$ cat src/rtl/dpt_pkg.sv
package dpt_pkg;
  localparam int CFG_W = 4;
  // Field positions inside the configuration word
  localparam int CFG_RUN = 0;
  localparam int CFG_SRC = 1;
  localparam int CFG_DIV = 2;
  localparam int CFG_OUT = 3;

  typedef struct packed {
    logic out_en;   // bit 3
    logic div2;     // bit 2
    logic src_pre;  // bit 1
    logic run;      // bit 0
  } dpt_cfg_t;
endpackage

$ cat src/rtl/dpt_tick_gen.sv
module dpt_tick_gen (
  input  logic clk,
  input  logic rst,
  input  logic restart,
  input  logic run,
  input  logic src_pre,
  input  logic div2,
  input  logic osc_tick,
  input  logic pre_tick,
  output logic step
);
  logic src_tick;
  logic half_q;

  assign src_tick = src_pre ? pre_tick : osc_tick;
  assign step     = run && src_tick && (!div2 || half_q);

  always_ff @(posedge clk) begin
    if (rst || restart) half_q <= 1'b0;
    else if (run && src_tick && div2) half_q <= ~half_q;
  end

  // with the divider active, a step is never followed by another step
  p_div_gap_r7: assert property (@(posedge clk) disable iff (rst)
    (step && div2 && !restart) |=> !step);
  // with the oscillator selected, a step needs an oscillator tick
  p_src_osc_r6: assert property (@(posedge clk) disable iff (rst)
    (!src_pre && !osc_tick) |-> !step);
  // with the prescaler selected, a step needs a prescaler tick
  p_src_pre_r6: assert property (@(posedge clk) disable iff (rst)
    (src_pre && !pre_tick) |-> !step);
endmodule

$ cat src/rtl/dpt_counter.sv
module dpt_counter #(
  parameter int W = 8
) (
  input  logic         clk,
  input  logic         rst,
  input  logic         start,
  input  logic         step,
  input  logic         out_en,
  input  logic [W-1:0] lo_val,
  input  logic [W-1:0] hi_val,
  output logic [W-1:0] cnt_q,
  output logic         pwm_q,
  output logic         uf
);
  logic [W-1:0] reload_val;

  assign uf         = step && (cnt_q == '0);
  assign reload_val = (out_en && !pwm_q) ? hi_val : lo_val;

  always_ff @(posedge clk) begin
    if (rst) begin
      cnt_q <= '0;
      pwm_q <= 1'b0;
    end else if (start) begin
      cnt_q <= lo_val;
      pwm_q <= 1'b0;
    end else if (uf) begin
      cnt_q <= reload_val;
      pwm_q <= out_en & ~pwm_q;
    end else begin
      if (step) cnt_q <= cnt_q - 1'b1;
      if (!out_en) pwm_q <= 1'b0;
    end
  end

  // a start loads the low-phase value and enters the low phase
  p_start_r2: assert property (@(posedge clk) disable iff (rst)
    start |=> (cnt_q == $past(lo_val)) && !pwm_q);
  // a step from a nonzero count decrements by one
  p_dec_r3: assert property (@(posedge clk) disable iff (rst)
    (step && cnt_q != '0 && !start) |=> cnt_q == W'($past(cnt_q) - 1'b1));
  // without a step the count holds
  p_hold_r3: assert property (@(posedge clk) disable iff (rst)
    (!step && !start) |=> $stable(cnt_q));
  // output disabled means low-phase reload and a low output
  p_lo_only_r4: assert property (@(posedge clk) disable iff (rst)
    (uf && !out_en) |=> (cnt_q == $past(lo_val)) && !pwm_q);
  p_pwm_low_r4: assert property (@(posedge clk) disable iff (rst)
    !out_en |=> !pwm_q);
  // an underflow at the end of the low phase reloads high and raises the output
  p_alt_hi_r5: assert property (@(posedge clk) disable iff (rst)
    (uf && out_en && !pwm_q) |=> pwm_q && (cnt_q == $past(hi_val)));
  // an underflow at the end of the high phase reloads low and drops the output
  p_alt_lo_r5: assert property (@(posedge clk) disable iff (rst)
    (uf && out_en && pwm_q) |=> !pwm_q && (cnt_q == $past(lo_val)));
endmodule

$ cat src/rtl/dpt_flag.sv
module dpt_flag (
  input  logic clk,
  input  logic rst,
  input  logic set,
  input  logic clr,
  output logic flag_q
);
  always_ff @(posedge clk) begin
    if (rst) flag_q <= 1'b0;
    else if (set) flag_q <= 1'b1;
    else if (clr) flag_q <= 1'b0;
  end

  // set wins, clear works alone, otherwise hold
  p_set_r8: assert property (@(posedge clk) disable iff (rst) set |=> flag_q);
  p_clr_r8: assert property (@(posedge clk) disable iff (rst) (clr && !set) |=> !flag_q);
  p_keep_r8: assert property (@(posedge clk) disable iff (rst)
    (!set && !clr) |=> $stable(flag_q));
endmodule

$ cat src/rtl/dpt_timer.sv
module dpt_timer
  import dpt_pkg::*;
#(
  parameter int W = 8
) (
  input  logic             clk,
  input  logic             rst,
  input  logic             osc_tick,
  input  logic             pre_tick,
  input  logic             cfg_wr,
  input  logic [CFG_W-1:0] cfg_wdata,
  input  logic             lo_wr,
  input  logic             hi_wr,
  input  logic [W-1:0]     reload_wdata,
  input  logic             flag_clr,
  output logic [W-1:0]     cnt_q,
  output logic             pwm_out,
  output logic             irq_flag
);
  dpt_cfg_t     cfg_q;
  dpt_cfg_t     cfg_new;
  logic [W-1:0] lo_q;
  logic [W-1:0] hi_q;
  logic         start;
  logic         step;
  logic         uf;

  assign cfg_new = dpt_cfg_t'(cfg_wdata);
  assign start   = cfg_wr && cfg_new.run && !cfg_q.run;

  always_ff @(posedge clk) begin
    if (rst) begin
      cfg_q <= '0;
      lo_q  <= '0;
      hi_q  <= '0;
    end else begin
      if (cfg_wr) cfg_q <= cfg_new;
      if (lo_wr)  lo_q  <= reload_wdata;
      if (hi_wr)  hi_q  <= reload_wdata;
    end
  end

  dpt_tick_gen u_tick (
    .clk      (clk),
    .rst      (rst),
    .restart  (cfg_wr),
    .run      (cfg_q.run),
    .src_pre  (cfg_q.src_pre),
    .div2     (cfg_q.div2),
    .osc_tick (osc_tick),
    .pre_tick (pre_tick),
    .step     (step)
  );

  dpt_counter #(.W(W)) u_cnt (
    .clk    (clk),
    .rst    (rst),
    .start  (start),
    .step   (step),
    .out_en (cfg_q.out_en),
    .lo_val (lo_q),
    .hi_val (hi_q),
    .cnt_q  (cnt_q),
    .pwm_q  (pwm_out),
    .uf     (uf)
  );

  dpt_flag u_flag (
    .clk    (clk),
    .rst    (rst),
    .set    (uf),
    .clr    (flag_clr),
    .flag_q (irq_flag)
  );

  // reset clears the visible state
  p_reset_r1: assert property (@(posedge clk)
    rst |=> (cnt_q == '0) && !pwm_out && !irq_flag);
  // a stopped timer never counts
  p_stopped_r3: assert property (@(posedge clk) disable iff (rst)
    !cfg_q.run |-> !step);
endmodule

$ cat config.mk
export PLATFORM = sky130hd
export DESIGN_NAME = dpt_timer
export DESIGN_NICKNAME = d
export VERILOG_FILES = /design/src/rtl/dpt_pkg.sv /design/src/rtl/dpt_tick_gen.sv /design/src/rtl/dpt_counter.sv /design/src/rtl/dpt_flag.sv /design/src/rtl/dpt_timer.sv
export SDC_FILE = /design/constraint.sdc
export NUM_CORES = 1
export LEC_CHECK = 0
export CAP_MARGIN = 25
export CELL_PAD_IN_SITES_DETAIL_PLACEMENT = 1
export CELL_PAD_IN_SITES_GLOBAL_PLACEMENT = 1
export CORE_MARGIN = 5
export CORE_UTILIZATION = 38
export DETAILED_ROUTE_END_ITERATION = 12
export GPL_TIMING_DRIVEN = 1
export PLACE_DENSITY = 0.86
export SLEW_MARGIN = 20
export SYNTH_ARGS = -nofsm -noshare
export SYNTH_HDL_FRONTEND = slang
export SYNTH_SLANG_ARGS = --single-unit
$ cat constraint.sdc
create_clock -name clk -period 2.22 [get_ports clk]
set_clock_uncertainty 0.15 [all_clocks]
set_input_delay 0.666 -clock clk [delete_from_list [all_inputs] [get_ports clk]]
set_output_delay 0.666 -clock clk [all_outputs]
set_load 0.03 [all_outputs]
* Word-level counts from Yosys, hierarchy flattened *
Index checks and enable logic that the tools add are counted.

storage, ports and cells
  register bits = 31
  bits in latches = 0
  RAM bits = 0
  bits in read-only memories = 0
  input bits = 20
  word-level logic and storage cells = 40
  memories kept = 0

cells by class
  add/subtract/negate cells = 1
  $mul = 0
  divide/modulo/power cells = 0
  order comparisons = 0
  equal/unequal tests = 1
  shift operators = 0
  multiplexer cells = 9
  bitwise operators = 3
  reductions and logical operators = 16

operator list
  kind                                                                      number
  8-bit 2-to-1 mux                                                          4
  8-bit zero test                                                           1
  8-bit by 1-bit subtractor with 8-bit output (second input constant)       1
  1-bit logical AND                                                         7
  1-bit 2-to-1 mux                                                          5
  1-bit zero test                                                           3
  3-bit nonzero test                                                        1
  1-bit logical OR                                                          2
  2-bit by 1-bit inequality test with 1-bit output (second input constant)  1
  1-bit NOT                                                                 2
  2-bit nonzero test                                                        1
  2-bit OR reduction                                                        1
  1-bit bitwise AND                                                         1

* Depth between registers and ports, before layout *
  depth in word-level cells = 6
  mapped depth = 7
  gate-level depth less buffers = 6

* Modules after synthesis *
Synthesis repeated with hierarchy kept, for this count alone.

second synthesis, totals
  cell total of the unflattened synthesis = 171
  area, all modules = 1660.3 um^2

by module, submodules not included
  module        times used  cells an instance  area an instance (um^2)
  dpt_counter   1           92                 825.8
  dpt_timer     1           67                 720.7
  dpt_tick_gen  1           8                  75.1
  dpt_flag      1           4                  38.8

* Worst setup path after synthesis *
No wires, ideal clock.

  kind = reg2reg
  from = register u_cnt.cnt_q[0]
  to = register u_cnt.cnt_q[1]
  setup time = 0.075 ns
  data arrival time = 1.754 ns
  slack = 0.240 ns
  stages on the path, launching flop included = 8
  path buffers = 1
  clock period less this slack = 1.980 ns
  path through = dfxtp_1 > inv_1 > ha_1 > nor4b_4 > and3_1 > buf_6 > mux2_2 > o22ai_1

between the ends
  cells in the longest elaborated chain, start to end = 4
  elaborated cells between the ends (all ways) = 7
  those cells by class = 1 x add/sub; 3 x mux; 3 x reduce/logical

RTL lines
  item                                                                            line                                  RTL
  start, declared                                                                 dpt_counter.sv:11                     output logic [W-1:0] cnt_q,
  start signal, assigned                                                          dpt_counter.sv:25                     cnt_q <= lo_val;
  start signal, assigned                                                          dpt_counter.sv:28                     cnt_q <= reload_val;
  start signal, assigned                                                          dpt_counter.sv:31                     if (step) cnt_q <= cnt_q - 1'b1;
  8-bit by 1-bit subtractor with 8-bit output or 8-bit zero test (tied branches)  dpt_counter.sv:31, dpt_counter.sv:17
  8-bit 2-to-1 mux or 1-bit logical AND (tied branches)                           dpt_counter.sv:31, dpt_counter.sv:17
  8-bit 2-to-1 mux                                                                dpt_counter.sv:27                     end else if (uf) begin
  8-bit 2-to-1 mux                                                                dpt_counter.sv:24                     end else if (start) begin

Parallel ways exist; a longest one is shown, timed or not. The select of a mux whose other input is x is not followed.
A chain may end at the register's enable or synchronous reset.

* Final worst setup path *
  from = register u_cnt.pwm_q
  to = output port pwm_out

RTL lines
  item                    line               RTL
  start, declared         dpt_counter.sv:12  output logic pwm_q,
  start signal, assigned  dpt_counter.sv:29  pwm_q <= out_en & ~pwm_q;
  end, declared           dpt_timer.sv:17    output logic pwm_out,

No word-level cell between the ends.

==> flow_metrics.py <==
metrics = {
    "route": {
        "route.met2.wl_um": 2220,
        "maxUsedRoutingLayer": "met4",
        "totalWireLength_um": 4360,
        "dr_wl_met3_um": 183,
        "via_per_inst": 5.43,
        "drtIter0Drc": 57,
        "drt_first_pass_iters": 4,
        "vias": 1389,
        "drcViolationCount": 0,
        "wl_met1_um": 1890,
        "ant_nets": 0,
        "route.detailed.wl_per_inst_um": 17.0,
    },
    "synth": {
        "synth_top_cell_area_share_pct": 40.7,
        "synth_cell_types": 35,
        "synth_area_per_cell_um2": 9.29,
        "ys_ff_latch": 31,
        "synth_cells": 164,
        "yosys_warnings": 0,
        "synthTopCellsByArea": "dfxtp_1, mux2i_1, nor2_1",
        "synth_largest_area_cell": "dfxtp_1",
        "yosysSeqAreaShare_pct": 40.7,
        "synthesis.area_um2": 1520,
        "syn_nets": 185,
    },
    "floorplan": {
        "num_rows": 23,
        "start_util_pct": 38.7,
        "io_pins": 30,
        "fp.dieH_um": 73.3,
        "die_x_um": 73.3,
        "dieArea_um2": 5380,
        "fp.coreArea_um2": 3940,
    },
    "clock_network": {
        "cts_buffers": 5,
        "insertion_delay_ns": 0.28,
        "cts_sinks": 31,
        "clk_transition_reported_paths_ns": 0.07,
        "h-tree-depth": 2,
        "cts-root-buf": "clkbuf_8",
        "cts_max_path_buffers": 2,
        "cts_tree": "yes",
        "cts_setup_buffers": 0,
    },
    "run": {
        "drv_cap": 0,
    },
    "power_and_ir_drop": {
        "vdd_drop_max_uv": 473,
        "power_uw": 1360,
        "powerDensity_nw_per_um2": 669,
        "p_leak_uw": 0.000883,
    },
    "min_path": {
        "worstHoldPathType": "flop to flop",
    },
    "sta": {
        "setup_viol": 0,
        "hold_violations": 0,
        "rsz0062_at_grt": "no",
        "slew_headroom_pct": 71.5,
        "fmax_ghz": 0.461,
        "hold-worst-slack_ns": 0.352,
        "min_period_ns": 2.17,
        "setup_tns_ns": 0,
        "worst_pin_slew_ns": 0.424,
        "fin_crit_sh_pct": 97.7,
        "worst_slack_ns": 0.0512,
        "finalMaxSlewViolations": 0,
    },
    "final_layout": {
        "n_fill_cell": 453,
        "register_area_um2": 621,
        "diodes": 0,
        "drive_gt1_share_pct": 13.6,
        "multiInputGateArea_um2": 841,
        "num-nets-final": 227,
        "area_growth_pct": 33.1,
        "final_cells": 256,
    },
    "global_route": {
        "antenna_found_initial": 0,
        "gr-total-overflow": 0,
        "grtUsageTotal_pct": 17.6,
        "grt_pass1_wl_um": 7300,
        "grt_pass1_vias": 1470,
        "grt_max_degree": 17,
    },
    "critical_path": {
        "path_class": "flop to primary output",
        "critPathTopFamily": "buffers and inverters",
        "slowest_delay_ns": 0.69,
        "path_cells": "clkdlybuf4s50_1",
        "cp_max_fo": 4,
        "critPathLaunchType": "flop",
        "crit_path_end_kind": "primary output",
        "cp.required_ns": 1.40,
        "arrival_ns": 1.35,
        "path_buf_inv": 1,
        "crit_slowest_cell": "clkdlybuf4s50_1",
    },
    "placement": {
        "dp.cells": 249,
        "gp_congestion": 0.798,
        "dp_hpwl_um": 3490,
        "portBuffers": 29,
        "dp_slack_ns": -0.0812,
    },
    "status": {
        "outcome": "finished clean",
    },
}
-- layout by cell type (no fill, tap or decap), drive strengths merged, types with 2 or more instances in the layout --
cell type	instances
clkdlybuf4s50	25
dfxtp	31
mux2	4
dlygate4sd2	4
xor2	3
nand2	9
nor2	26
o32ai	3
inv	5
a21oi	3
nand3	2
and3	2
a211oi	4
a2bb2oi	8
clkbuf	6
mux2i	24
nor3	4
a21boi	2
o22ai	4
nor2b	4
nand2b	3
buf	15
-- area by class of cell --
type                       instances  share of cell area [%]
sequential                        31                    30.6
inverter                           5                   0.925
clock buffer                       6                    4.07
timing repair buffer              44                    19.6
clock inverter                     1                   0.247
tap                               50                    3.08
multi-input combinational        119                    41.5
-- synthesized netlist by cell type --
master and instances:
nor2_1 26, a31o_2 1, or4b_1 1, a21oi_1 3
and3_1 2, clkbuf_1 6, mux2i_1 24, o211ai_1 1
a22o_1 1, nor3_1 4, nor2b_1 4, nor4b_4 1
a31oi_1 1, a211oi_1 4, ha_1 1, nor3b_1 1
o32ai_1 3, nand3b_1 1, nand4_1 1, mux2_2 4
nand3_1 2, a21boi_0 2, xor2_1 3, dfxtp_1 31
nand2b_1 3, o31ai_1 1, inv_1 5, buf_2 2
o21ai_0 1, a2bb2oi_1 8, o22ai_1 4, buf_6 1
nand2_1 9, o2111a_1 1, o21a_1 1
-- timing repair --
| action | 4_1_cts | 5_1_grt |
|---|---|---|
| hold buffers | 0 | 0 |
| setup endpoints to repair | 4 | 0 |
| resized for setup | 4 | 0 |
-- path summary, 6_finish.rpt --
check,from,end,slack [ns],cells past startpoint
worst max-delay path,u_cnt.pwm_q,pwm_out,0.05,1
worst min-delay path,cfg_q[3],u_cnt.pwm_q,0.35,1
worst max register to register,u_cnt.cnt_q[1],u_cnt.cnt_q[3],0.19,7
worst min register to register,cfg_q[3],u_cnt.pwm_q,0.35,1
-- layer usage --
layer | vias up | global-route usage, %
li1 | 675 | -
met5 | - | 0
met3 | 8 | 3.97
met4 | 0 | 5.43
met1 | 674 | 21.1
met2 | 32 | 31.0
-- power breakdown --
part	switching [uW]	internal, uW	total [uW]
logic	151	152	303
registers	27.4	586	614
clock network	199	243	442
total	377	981	1360
-- kinds of logic after synthesis --
logic type,Yosys count,share of synthesized area [%]
flip-flops,31,40.7
adder cells (fa/ha/maj),1,0.821
XOR/XNOR,3,1.72
multiplexers,28,18.7
buffers and inverters,14,4.11
AO/OA/AOI/OAI,32,16.0
AND/OR/NAND/NOR,55,17.9
-- registers in the layout, summed over array words and instances, names as in the netlist --
signal,count
u_tick.half_q,1
u_cnt.pwm_q,1
lo_q,8
u_cnt.cnt_q,8
hi_q,8
cfg_q,4
u_flag.flag_q,1
-- per-stage QoR --
| stage | utilization (%) | area, um^2 |
|---|---|---|
| global placement | 49.3 | 1950 |
| finish | 51.4 | 2030 |
| CTS | 51.4 | 2030 |
| detailed placement | 49.3 | 1950 |
| global route | 51.4 | 2030 |
| floorplan | - | 1520 |
No activity file was read; power rests on OpenSTA's default activity.
